--- src/rtl/vliw_pkg.sv ---
package vliw_pkg;
  localparam int NSLOT   = 5;
  localparam int SLOT_W  = 32;
  localparam int IMM_W   = 32;
  localparam int IMM_LO  = NSLOT * SLOT_W;
  localparam int MASK_LO = IMM_LO + IMM_W;
  localparam int BNDL_W  = MASK_LO + NSLOT;
  localparam int REQ_BIT = SLOT_W - 1;

  typedef enum logic [1:0] {
    UC_MEM = 2'd0,
    UC_FP  = 2'd1,
    UC_INT = 2'd2
  } unit_class_e;

  function automatic unit_class_e class_of(input int idx);
    if (idx < 2)      return UC_MEM;
    else if (idx < 4) return UC_FP;
    else              return UC_INT;
  endfunction
endpackage

--- src/rtl/vliw_slot_dec.sv ---
module vliw_slot_dec
  import vliw_pkg::*;
#(
  parameter int IDX = 0
) (
  input  logic present,
  input  logic imm_req,
  output logic vld,
  output logic want_imm,
  output logic [1:0] uclass
);
  localparam unit_class_e CLS = class_of(IDX);

  assign vld      = present;
  assign want_imm = present & imm_req;
  assign uclass   = CLS;
endmodule

--- src/rtl/vliw_pc_ctrl.sv ---
module vliw_pc_ctrl #(
  parameter int PC_W = 16
) (
  input  logic            clk,
  input  logic            rst_n,
  input  logic            stall,
  input  logic            accept,
  input  logic            br_taken,
  input  logic [PC_W-1:0] br_target,
  output logic [PC_W-1:0] pc
);
  always_ff @(posedge clk or negedge rst_n) begin
    if (!rst_n) begin
      pc <= '0;
    end else if (!stall) begin
      if (br_taken)    pc <= br_target;
      else if (accept) pc <= pc + 1'b1;
    end
  end


  pc_frozen_chk: assert property (@(posedge clk) disable iff (!rst_n)
    stall |=> $stable(pc));

  pc_step_chk: assert property (@(posedge clk) disable iff (!rst_n)
    (accept && !br_taken) |=> pc == $past(pc) + 1'b1);

  pc_redirect_chk: assert property (@(posedge clk) disable iff (!rst_n)
    (br_taken && !stall) |=> pc == $past(br_target));
endmodule

--- src/rtl/vliw_issue_reg.sv ---
module vliw_issue_reg
  import vliw_pkg::*;
(
  input  logic                    clk,
  input  logic                    rst_n,
  input  logic                    stall,
  input  logic                    accept,
  input  logic                    illegal,
  input  logic [NSLOT-1:0]        vld_d,
  input  logic [NSLOT-1:0]        want_imm,
  input  logic [NSLOT*SLOT_W-1:0] ops_d,
  input  logic [IMM_W-1:0]        imm,
  output logic [NSLOT-1:0]        valid_q,
  output logic [NSLOT*SLOT_W-1:0] op_q,
  output logic [NSLOT*IMM_W-1:0]  opnd_q,
  output logic                    err_q
);
  logic                   issue;
  logic [NSLOT*IMM_W-1:0] opnd_d;

  assign issue = accept & ~illegal;

  always_comb begin
    for (int i = 0; i < NSLOT; i++)
      opnd_d[i*IMM_W +: IMM_W] = want_imm[i] ? imm : '0;
  end

  always_ff @(posedge clk or negedge rst_n) begin
    if (!rst_n) begin
      valid_q <= '0;
      op_q    <= '0;
      opnd_q  <= '0;
      err_q   <= 1'b0;
    end else if (!stall) begin
      valid_q <= issue ? vld_d : '0;
      err_q   <= accept & illegal;
      if (issue) begin
        op_q   <= ops_d;
        opnd_q <= opnd_d;
      end
    end
  end


  issue_hold_chk: assert property (@(posedge clk) disable iff (!rst_n)
    stall |=> ($stable(valid_q) && $stable(op_q) && $stable(err_q)));

  idle_clear_chk: assert property (@(posedge clk) disable iff (!rst_n)
    (!stall && !accept) |=> valid_q == '0);

  err_blocks_chk: assert property (@(posedge clk) disable iff (!rst_n)
    err_q |-> valid_q == '0);

  one_imm_chk: assert property (@(posedge clk) disable iff (!rst_n)
    issue |-> $onehot0(want_imm));
endmodule

--- src/rtl/vliw_issue_unit.sv ---
module vliw_issue_unit
  import vliw_pkg::*;
#(
  parameter int PC_W = 16
) (
  input  logic                    clk,
  input  logic                    rst_n,
  output logic [PC_W-1:0]         fetch_pc,
  input  logic                    bndl_valid,
  output logic                    bndl_ready,
  input  logic [BNDL_W-1:0]       bndl_data,
  input  logic [NSLOT-1:0]        unit_stall,
  input  logic                    br_taken,
  input  logic [PC_W-1:0]         br_target,
  output logic [NSLOT-1:0]        slot_valid,
  output logic [NSLOT*SLOT_W-1:0] slot_op,
  output logic [NSLOT*IMM_W-1:0]  slot_opnd,
  output logic                    illegal_err
);
  logic                   any_stall;
  logic                   accept;
  logic                   illegal;
  logic [NSLOT-1:0]       vld_d;
  logic [NSLOT-1:0]       want_imm;
  logic [2*NSLOT-1:0]     uclass;
  logic [NSLOT*SLOT_W-1:0] ops;
  logic [IMM_W-1:0]       imm;
  logic [NSLOT-1:0]       mask;

  assign ops  = bndl_data[IMM_LO-1:0];
  assign imm  = bndl_data[MASK_LO-1:IMM_LO];
  assign mask = bndl_data[BNDL_W-1:MASK_LO];

  assign any_stall  = |unit_stall;
  assign bndl_ready = ~any_stall & ~br_taken;
  assign accept     = bndl_valid & bndl_ready;

  for (genvar g = 0; g < NSLOT; g++) begin : g_slot
    vliw_slot_dec #(.IDX(g)) u_dec (
      .present  (mask[g]),
      .imm_req  (ops[g*SLOT_W + REQ_BIT]),
      .vld      (vld_d[g]),
      .want_imm (want_imm[g]),
      .uclass   (uclass[2*g +: 2])
    );
  end

  // two or more requesters: clearing the lowest set bit leaves something
  assign illegal = |(want_imm & (want_imm - 1'b1));

  vliw_pc_ctrl #(.PC_W(PC_W)) u_pc (
    .clk       (clk),
    .rst_n     (rst_n),
    .stall     (any_stall),
    .accept    (accept),
    .br_taken  (br_taken),
    .br_target (br_target),
    .pc        (fetch_pc)
  );

  vliw_issue_reg u_iss (
    .clk      (clk),
    .rst_n    (rst_n),
    .stall    (any_stall),
    .accept   (accept),
    .illegal  (illegal),
    .vld_d    (vld_d),
    .want_imm (want_imm),
    .ops_d    (ops),
    .imm      (imm),
    .valid_q  (slot_valid),
    .op_q     (slot_op),
    .opnd_q   (slot_opnd),
    .err_q    (illegal_err)
  );


  slot_wiring_chk: assert property (@(posedge clk) disable iff (!rst_n)
    uclass[2*NSLOT-1 -: 2] == 2'(UC_INT) && uclass[1:0] == 2'(UC_MEM));

  redirect_blocks_chk: assert property (@(posedge clk) disable iff (!rst_n)
    br_taken |-> !accept);
endmodule

--- config.mk ---
export PLATFORM = sky130hd
export DESIGN_NAME = vliw_issue_unit
export DESIGN_NICKNAME = d
export VERILOG_FILES = /design/src/rtl/vliw_pkg.sv /design/src/rtl/vliw_slot_dec.sv /design/src/rtl/vliw_pc_ctrl.sv /design/src/rtl/vliw_issue_reg.sv /design/src/rtl/vliw_issue_unit.sv
export SDC_FILE = /design/constraint.sdc
export NUM_CORES = 1
export LEC_CHECK = 0
export ABC_CLOCK_PERIOD_IN_PS = 1700
export CAP_MARGIN = 20
export CORE_AREA = 2 2 220 222
export DETAILED_ROUTE_END_ITERATION = 6
export DIE_AREA = 0 0 222 224
export DONT_BUFFER_PORTS = 1
export SLEW_MARGIN = 10
export SYNTH_ARGS = -nofsm -noshare
export SYNTH_HDL_FRONTEND = slang
export SYNTH_SLANG_ARGS = --single-unit
--- constraint.sdc ---
create_clock -name clk -period 1.7 [get_ports clk]
set_clock_uncertainty 0.15 [all_clocks]
set_input_delay 0.085 -clock clk [delete_from_list [all_inputs] [get_ports clk]]
set_output_delay 0.085 -clock clk [all_outputs]
set_load 0.005 [all_outputs]
==> results of run 1 <==
## layout by cell type, fill, tap and decap left out, types with 3 or more instances in the layout
cell type / instances
clkinv_2: 6
nand2_1: 11
inv_1: 4
buf_16: 3
mux2_2: 75
o22ai_1: 12
a211oi_1: 3
buf_12: 17
o21ai_0: 5
nor4_2: 4
nor2_1: 4
bufinv_16: 3
nor2b_1: 4
clkbuf_1: 8
nand4_1: 135
mux2i_1: 4
and2_1: 4
o2bb2ai_1: 110
a22o_1: 5
dlygate4sd3_1: 237
buf_4: 45
nand3_2: 3
mux2_1: 83
nor3_1: 8
dlymetal6s4s_1: 4
and4_1: 3
a21oi_1: 13
nand3_1: 41
diode_2: 4
o2bb2ai_2: 50
clkbuf_8: 5
dfrtp_1: 342
clkbuf_16: 49
## area by class of cell
class	count	area, um2	area share, %
Timing Repair Buffer	319	3471	17.83
Multi-Input combinational cell	610	5426	27.88
Inverter	6	22.52	0.1157
Sequential cell	342	8558	43.98
Clock inverter	10	128.9	0.6622
Clock buffer	52	1075	5.523
Antenna cell	4	10.01	0.05143
Tap cell	615	769.5	3.954
## flip-flops by register name (all words and copies together), names as in the netlist
name,count
u_iss.valid_q,5
u_iss.opnd_q,160
u_iss.err_q,1
u_iss.op_q,160
u_pc.pc,16
## per-stage QoR
stage               total power, mW  hold WS (ns)
global placement              10.51       -0.3454
global route                  19.83       -0.9171
CTS                           19.23       -0.9304
floorplan                     10.02       -0.3606
detailed placement            10.55       -0.3440
finish                        19.15       -0.8863
## kinds of logic after synthesis
family | after synthesis | synth area share (%)
flops | 342 | 61.10
simple gates | 233 | 9.720
compound gates | 212 | 12.45
mux | 164 | 13.15
buf+inv | 115 | 3.484
fa+ha+maj | 1 | 0.08932
## power by group through the flow
| stage | combinational [mW] | sequential, mW | clock, mW |
|---|---|---|---|
| floorplan | 0.768 | 9.25 | 0 |
| global placement | 0.983 | 9.52 | 0 |
| detailed placement | 1.02 | 9.53 | 0 |
| CTS | 1.55 | 9.39 | 8.29 |
| global route | 1.72 | 9.47 | 8.63 |
| finish | 1.61 | 9.42 | 8.12 |
## per-layer routing
metal / share of wire (%) / track usage, % / vias up / routed length (um)
li1: - / - / 4626 / -
met1: 39 / 22.93 / 5621 / 20250
met2: 47 / 30.92 / 556 / 24500
met3: 11 / 8.736 / 110 / 5497
met4: 3.4 / 7.541 / 4 / 1772
met5: 0.058 / 0 / - / 30
## critical path: stages (launching register included)
cell and delay [ns]:
dfrtp_1 0.37, ha_2 0.20, nand4_1 0.19, or3_4 0.43, o31ai_4 0.20, a21oi_2 0.09
## timing repair
| item | CTS | global route |
|---|---|---|
| setup endpoints to repair | 3 | 173 |
| hold endpoints to repair | 684 | 353 |
| gates resized for setup | 2 | 35 |
| buffers inserted | 1 | 4 |
| gates cloned | 0 | 12 |
| hold buffers | 239 | 4 |
| pin swaps | 0 | 6 |
## worst paths after layout
| kind | slack [ns] | end | cells past startpoint |
|---|---|---|---|
| worst max-delay path | -0.05 | u_pc.pc[12] | 5 |
| worst min-delay path | -0.89 | u_iss.opnd_q[126] | 0 |
| worst max register to register | -0.05 | u_pc.pc[12] | 5 |
| worst min register to register | 0.37 | u_iss.opnd_q[120] | 1 |
| max in group asynchronous | 1.51 | u_iss.op_q[47] | 0 |
| min in group clk | 0.01 | u_iss.opnd_q[130] | 5 |
==> impl_results.md, run 1 <==
- GP Congestion: 0.9388
- Synth unique cells: 38
- Layout cells sized above 1: 21.28%
- Power Internal: 14.50 mW
- Post-layout instance count excluding filler cells: 1,958
- Layout Area Growth over Synthesis: 38.95%
- Crit path setup slack, layout: -0.05306 ns
- Clock power frac: 42.4%
- Crit path required time: 1.95 ns
- Area post-placement: 0.01536 mm2
- Slew HR: 37.10%
- Sequential area share after synthesis: 61.10%
- Period utilization: 103.1%
- RSZ-0062 raised after global routing: true
- Core region area: 0.04735 mm2
- Die width: 222 um
- Layout fillers: 4,259
- Post-route DRC violation count: 0
- Via count: 10,917
- Yosys top cell area share: 61.10%
- Post-Synthesis Cells: 1,067
- Vias in the first global route: 11,209
- Net Sw Frac: 24.28%
- First-pass GRT wire length: 73.75 mm
- Die area: 0.04973 mm2
- Pre-antenna DRT Iters: 5
- Worst r2r src: u_pc.pc[1]
- Detailed placement HPWL: 31.94 mm
- Most common library cells after synthesis: dfrtp_1 (342), o2bb2ai_1 (160), nand4_1 (135)
- Count leader, synth: dfrtp_1
- Number of synthesized flops with an enable pin: 0
- Root buf cell: clkbuf_16
- Period minus WS final: 1.753 ns
- Comb pwr share: 8.4%
- Post-synthesis register bit count: 342
- Avg WL per Cell: 26.58 um
- TritonCTS buffer count: 38
- Clock sinks: 342
- Largest net degree at the start of global routing: 343
- Post-Place Worst Slack: -0.4675 ns
- Failing checks: hold timing, setup timing
- Grt total ovfl: 0
- Vias per cell: 5.576
- Crit start category: flop
- H-tree lvl count: 2
- Ys flop type: dfrtp_1
- Later-pin clock latency in the skew report: 0.53 ns
- Synth Area per Inst: 13.13 um2
- Post-Place Cells: 1,634
- Worst setup startpoint: u_pc.pc[1]
- Drt initial violations: 692
- Die span in y: 224 um
- Min-Delay Path Class: input pin to asynchronous set/reset pin
- NumNets Final: 1,540
- Seq pwr share: 49.2%
- Cell Area, Synth: 0.01401 mm2
- I/O pin cnt: 565
- Run status: finished with violations
- Final slew viol count: 0
- Max_cap viols: 0
- Final core occ: 41.10%
- Starting density of the core: 29.58%
- CTS tree: built
- IO Port Bufs: 0
- Max IR drop VDD: 651.2 uV
- Fmax: 0.5704 GHz
- Yosys synthesis warning count: 0
- Hold Slack: -0.8863 ns
- Total GRT Usage: 19.39%
- Routed wire length: 52.05 mm
- Initial antenna violation count: 9
- Fin area: 0.01946 mm2
- Post-DRT Antenna Nets: 0
- Post-synth net total: 1,290
- Final setup vio count: 2
- Cell taking the most area after synthesis: dfrtp_1
- Worst slew pin tran: 0.9435 ns
- Hold Fails Final Rpt: 342
- CP Class: flop to flop
- Bufs on Longest Clock Path: 3
- Row count: 80
- Setup_tns: -0.06766 ns
- Clock transition at path regs: 0.06 ns
- Share of synthesized registers carrying an async set or reset: 100.0%
- CP max FO: 4
- Top cells by area, synth: dfrtp_1 (61%), o2bb2ai_1 (10%), mux2_1 (6.8%)
- WP data arrival: 2.01 ns
- Power per Cell Area: 983.9 mW/mm2
- Worst setup EP type: flop
- P_sw: 4.649 mW
- P_leak: 8.389 nW
(Power assumes the default switching activity.)
==> inputs of run 2 (changes only) <==
Settings changed: CTS_BUF_LIST set to sky130_fd_sc_hd__clkbuf_4 sky130_fd_sc_hd__clkbuf_8 sky130_fd_sc_hd__clkbuf_16.
==> impl_results.md, run 2 (same netlist as run 1, synthesis figures left out) <==
- Run status: finished with violations
- Failing checks: hold timing, setup timing
- H-tree lvl count: 2 (unchanged)
- Clock transition at path regs: 0.06 ns (about the same)
- Bufs on Longest Clock Path: 3 (unchanged)
- Crit path setup slack, layout: -0.05381 ns (-0.0007523 ns)
- Worst setup EP type: flop
- Row count: 80 (unchanged)
- Setup_tns: -0.07086 ns (-0.003196 ns)
- Layout cells sized above 1: 21.71% (+0.42 points)
- Pre-antenna DRT Iters: 5 (unchanged)
- Crit path required time: 1.95 ns (about the same)
- Die area: 0.04973 mm2 (unchanged)
- CP max FO: 4 (unchanged)
- CP Class: flop to flop
- Total GRT Usage: 19.39% (about the same)
- Layout Area Growth over Synthesis: 38.48%
- Via count: 10,931 (+0.13%)
- Detailed placement HPWL: 31.94 mm (unchanged)
- Commonest non-fill, non-tap cells in the layout: dfrtp_1 (342), dlygate4sd3_1 (237), nand4_1 (135)
- Fin area: 0.01939 mm2 (-0.34%)
- Largest net degree at the start of global routing: 343 (unchanged)
- Die span in y: 224 um (unchanged)
- Post-Place Worst Slack: -0.4675 ns (unchanged)
- Post-Place Cells: 1,634 (unchanged)
- First-pass GRT wire length: 73.68 mm (about the same)
- Core region area: 0.04735 mm2 (unchanged)
- GP Congestion: 0.9388 (unchanged)
- Root buf cell: clkbuf_16
- Grt total ovfl: 0 (unchanged)
- Hold Fails Final Rpt: 342 (unchanged)
- Most common cell after layout, fill and taps aside: dfrtp_1
- Worst r2r src: u_pc.pc[1]
- Slew HR: 40.85% (+3.8 points)
- P_leak: 8.378 nW (-0.14%)
- Reg2reg path depth: 5 (unchanged)
- RSZ-0062 raised after global routing: true
- Fmax: 0.5702 GHz (about the same)
- Area post-placement: 0.01536 mm2 (unchanged)
- IO Port Bufs: 0 (unchanged)
- Final core occ: 40.96% (-0.14 points)
- Vias in the first global route: 11,249 (+0.36%)
- Max_cap viols: 0 (unchanged)
- Period utilization: 103.2% (about the same)
- Total Power: 19.28 mW (+0.67%)
- Max IR drop VDD: 650.1 uV (-0.15%)
- Post-DRT Antenna Nets: 0 (unchanged)
- Starting density of the core: 29.58% (unchanged)
- CTS tree: built
- Hold Slack: -0.8861 ns (+0.0001690 ns)
- Power per Cell Area: 993.9 mW/mm2 (+1.0%)
- TritonCTS buffer count: 38 (unchanged)
- Final setup vio count: 2 (unchanged)
- Clock sinks: 342 (unchanged)
- Min-Delay Path Class: input pin to asynchronous set/reset pin
- Drt initial violations: 679 (-1.9%)
- Top flop regs: u_iss.op_q: 160 flops, u_iss.opnd_q: 160 flops, u_pc.pc: 16 flops
- Vias per cell: 5.583 (+0.13%)
- Post-route DRC violation count: 0 (unchanged)
- WP data arrival: 2.01 ns (about the same)
- Worst slew pin tran: 0.8872 ns (-0.05626 ns)
- Initial antenna violation count: 11 (+2)
- Period minus WS final: 1.754 ns (+0.0007523 ns)
- Later-pin clock latency in the skew report: 0.53 ns (about the same)
- NumNets Final: 1,537 (-0.19%)
- Final slew viol count: 0 (unchanged)
- Routed wire length: 51.59 mm (-0.88%)
- FF-to-FF End: u_pc.pc[12]
- Die width: 222 um (unchanged)
- R2R Setup Slk: -0.05 ns (about the same)
- Crit start category: flop
- Post-layout instance count excluding filler cells: 1,958 (unchanged)
- Avg WL per Cell: 26.35 um (-0.88%)
- I/O pin cnt: 565 (unchanged)
## run 2: cell count changes in the layout (fill, tap and decap cells not counted), sizes merged
cell,delta
diode,+3
clkbuf,-3
## run 2: how the worst max path moves through the flow
stage                             start              end  slack (ns)  cells after the start
after global routing         u_pc.pc[1]      u_pc.pc[14]       -0.14                      5
after CTS                    u_pc.pc[1]      u_pc.pc[14]      -0.003                      5
final                        u_pc.pc[1]      u_pc.pc[12]       -0.05                      5
after detailed placement  unit_stall[0]   u_iss.op_q[89]       -0.47                      8
after global placement    unit_stall[0]   u_iss.op_q[85]       -0.44                      8
after floorplan           bndl_data[63]  u_iss.op_q[100]       -0.23                      6
## run 2: area by class of cell
cell class,count,area (um2)
Fill cell,4262,27950
Tap cell,615,769.5
Clock inverter,10,128.9
Inverter,6,22.52
Clock buffer,52,1105
Timing Repair Buffer,316,3367
Sequential cell,342,8558
Antenna cell,7,17.52
Multi-Input combinational cell,610,5426
## run 2: metal layers
layer / track usage (%) / share of wire, %
met5: 0.9775 / 0.13
met4: 7.956 / 3.9
met3: 8.788 / 11
met2: 30.66 / 47
met1: 22.84 / 38
## run 2: report_power, final
part           switching [mW]  internal, mW  total, mW
combinational           0.707         0.893       1.60
sequential              0.671          8.75       9.42
clock                    3.27          4.98       8.25
total                    4.65          14.6       19.3
## run 2: critical path: stages, from the launching register on
cell	delay [ns]
dfrtp_1	0.37
ha_2	0.20
nand4_1	0.19
or3_4	0.43
o31ai_4	0.20
a21oi_2	0.09
## run 2: repair_timing
item	4_1_cts	5_1_grt
setup buffers	1	5
cloned	0	8
pin swaps	0	6
endpoints found under the setup margin	3	171
hold buffers	239	4
gates resized for setup	2	30
endpoints found under the hold margin	684	353
==> inputs of run 3 (changes only) <==
Settings changed: ABC_AREA set to 1, CAP_MARGIN 20 to unset, CORE_AREA 2 2 220 222 to 2 2 218 220, DIE_AREA 0 0 222 224 to 0 0 220 222.
==> impl_results.md, run 3 <==
- Share of synthesized registers carrying an async set or reset: 100.0% (unchanged)
- Grt total ovfl: 0 (unchanged)
- CP max FO: 4 (unchanged)
- Final slew viol count: 0 (unchanged)
- RSZ-0062 raised after global routing: true
- Vias in the first global route: 14,911 (+33%)
- Period utilization: 97.86% (-5.3 points)
- Max_cap viols: 0 (unchanged)
- Top flop regs: u_iss.op_q: 160 flops, u_iss.opnd_q: 160 flops, u_pc.pc: 16 flops
- Power per Cell Area: 962.9 mW/mm2 (-3.1%)
- Period minus WS final: 1.664 ns (-0.09013 ns)
- Root buf cell: clkbuf_16
- Die span in y: 222 um (-0.89%)
- Hold Fails Final Rpt: 355 (+3.8%)
- Post-synth net total: 2,083 (+61%)
- Starting density of the core: 33.22% (+3.6 points)
- Highest Signal Layer: met4
- Die area: 0.04884 mm2 (-1.8%)
- Pre-antenna DRT Iters: 5 (unchanged)
- Net Sw Frac: 26.59% (+2.5 points)
- Crit path required time: 2.00 ns (+0.05 ns)
- Die width: 220 um (-0.90%)
- Layout Area Growth over Synthesis: 37.34%
- Final setup vio count: 0 (-2)
- Failing checks: hold timing
- Post-synthesis register bit count: 342 (unchanged)
- Cell Area, Synth: 0.01537 mm2 (+9.7%)
- First-pass GRT wire length: 87.49 mm (+19%)
- Cell taking the most area after synthesis: dfrtp_1
- Top cells by area, synth: dfrtp_1 (56%), nand2_1 (17%), nand4_1 (13%)
- Drt initial violations: 1,459 (+110%)
- H-tree lvl count: 2 (unchanged)
- NumNets Final: 2,377 (+55%)
- Crit path setup slack, layout: 0.03632 ns (+0.09013 ns)
- Vias per cell: 5.374 (-3.7%)
- Core region area: 0.04626 mm2 (-2.3%)
- Most common cell after layout, fill and taps aside: nand2_1
- Slew HR: 57.32% (+16 points)
- Yosys top cell area share: 55.69% (-5.4 points)
- Later-pin clock latency in the skew report: 0.53 ns (about the same)
- Initial antenna violation count: 2 (-9)
- Count leader, synth: nand2_1
- Commonest non-fill, non-tap cells in the layout: nand2_1 (713), dfrtp_1 (339), nand4_1 (325)
- CP Class: flop to flop
- Most common library cells after synthesis: nand2_1 (715), dfrtp_1 (342), nand4_1 (325)
- Power Internal: 14.92 mW (+2.0%)
- Yosys synthesis warning count: 0 (unchanged)
- Post-Place Cells: 2,399 (+47%)
- Sequential area share after synthesis: 55.69% (-5.4 points)
- IO Port Bufs: 0 (unchanged)
- I/O pin cnt: 565 (unchanged)
- Post-layout instance count excluding filler cells: 2,786 (+42%)
- Seq pwr share: 47.0% (-1.9 points)
- Clock transition at path regs: 0.06 ns (about the same)
- CTS tree: built
- Max IR drop VDD: 837.0 uV (+29%)
- Min-Delay Path Class: input pin to asynchronous set/reset pin
- Clock power frac: 41.5% (-1.3 points)
- Ys flop type: dfrtp_1
- Total Power: 20.32 mW (+5.4%)
- Post-DRT Antenna Nets: 0 (unchanged)
- Comb pwr share: 11.4% (+3.1 points)
- Met2 routed WL: 27.58 mm (+14%)
- Post-Place Worst Slack: -0.01249 ns (+0.4550 ns)
- Via count: 14,973 (+37%)
- Worst setup EP type: flop
- Clock sinks: 342 (unchanged)
- Metal3 WL: 5.850 mm (+2.6%)
- Worst slew pin tran: 0.6403 ns (-0.2469 ns)
- WP data arrival: 1.96 ns (-0.05 ns)
- Crit start category: flop
- Run status: finished with violations
- Row count: 79 (-1.3%)
- Number of synthesized flops with an enable pin: 0 (unchanged)
- GP Congestion: 0.9297 (-0.97%)
- Layout cells sized above 1: 8.130% (-14 points)
- TritonCTS buffer count: 38 (unchanged)
- Routed wire length: 58.14 mm (+13%)
- P_leak: 10.82 nW (+29%)
- Total GRT Usage: 22.78% (+3.4 points)
- M1 WL: 22.09 mm (+13%)
- Detailed placement HPWL: 36.49 mm (+14%)
- Largest net degree at the start of global routing: 343 (unchanged)
- Synth Area per Inst: 8.262 um2 (-37%)
- Post-route DRC violation count: 0 (unchanged)
- Avg WL per Cell: 20.87 um (-21%)
- Fmax: 0.6011 GHz (+5.4%)
- Hold Slack: -0.9015 ns (-0.01542 ns)
- Bufs on Longest Clock Path: 3 (unchanged)
- P_sw: 5.405 mW (+16%)
- Synth unique cells: 25 (-34%)
- Post-Synthesis Cells: 1,860 (+74%)
- Setup_tns: 0 ns (+0.07086 ns)
[run 3: worst max-delay path: stages, from the launching register on]
cell and delay, ns:
dfrtp_1 0.39, buf_4 0.16, o21ai_1 0.14, dlygate4sd3_1 0.60, nand2_1 0.06, o21ai_0 0.08
[run 3: stage by stage]
step           hold WS, ns  area, um2  util (%)
6_report           -0.9015      21110     45.62
5_1_grt            -0.9350      21110     45.62
4_1_cts            -0.9393      21030     45.46
3_5_place_dp       -0.3505      16560     35.81
3_3_place_gp       -0.3449      16560     35.81
2_1_floorplan      -0.3606      15370         -
[run 3: repair_timing]
| action | 4_1_cts | 5_1_grt |
|---|---|---|
| resized for setup | 0 | 13 |
| setup endpoints to repair | 0 | 24 |
| hold buffers | 319 | 1 |
| endpoints found under the hold margin | 684 | 345 |
| setup buffers | 0 | 1 |
[run 3: worst paths after layout]
check                               startpoint          endpoint  slack (ns)  cells after the start
worst max-delay path                u_pc.pc[0]        u_pc.pc[0]        0.04                      5
worst min-delay path                     rst_n  u_iss.opnd_q[41]       -0.90                      0
worst max register to register      u_pc.pc[0]        u_pc.pc[0]        0.04                      5
worst min register to register  u_iss.op_q[72]    u_iss.op_q[72]        0.35                      2
max in group asynchronous                rst_n        u_pc.pc[2]        1.71                      0
min in group clk                 unit_stall[0]        u_pc.pc[1]       -0.05                      5
[run 3: power by group through the flow]
stage	sequential [mW]	combinational (mW)	clock (mW)
final	9.56	2.32	8.44
after global routing	9.62	2.56	8.96
after CTS	9.53	2.25	8.63
after detailed placement	9.66	1.74	0
after global placement	9.66	1.68	0
after floorplan	9.39	1.14	0
[run 3: area by class of cell]
cell class | count | area [um2]
multi-input combinational | 1297 | 5842
inverter | 60 | 229.0
sequential | 342 | 8562
fill | 4243 | 25150
clock inverter | 8 | 97.59
clock buffer | 55 | 1175
timing repair buffer | 415 | 4436
antenna | 2 | 5.005
tap | 607 | 759.5
[run 3: kinds of logic (layout without fill, tap and decap cells)]
| family | count (synthesis) | in the layout | share of synthesized area, % |
|---|---|---|---|
| adders and majority gates | 1 | 1 | 0.08141 |
| xor gates and xnor gates | 3 | 3 | 0.1710 |
| other | 0 | 2 | 0 |
| buffers and inverters | 221 | 538 | 6.538 |
| AOI/OAI and AO/OA | 26 | 26 | 0.9445 |
| and+or+nand+nor | 1267 | 1267 | 36.57 |
| DFF | 342 | 342 | 55.69 |
[run 3: routing by layer]
layer  vias to the layer above  global-route usage (%)
met1                      7308                   27.05
met5                         -                       0
met4                         0                   10.41
met3                       168                   7.284
li1                       6731                       -
met2                       766                   37.40
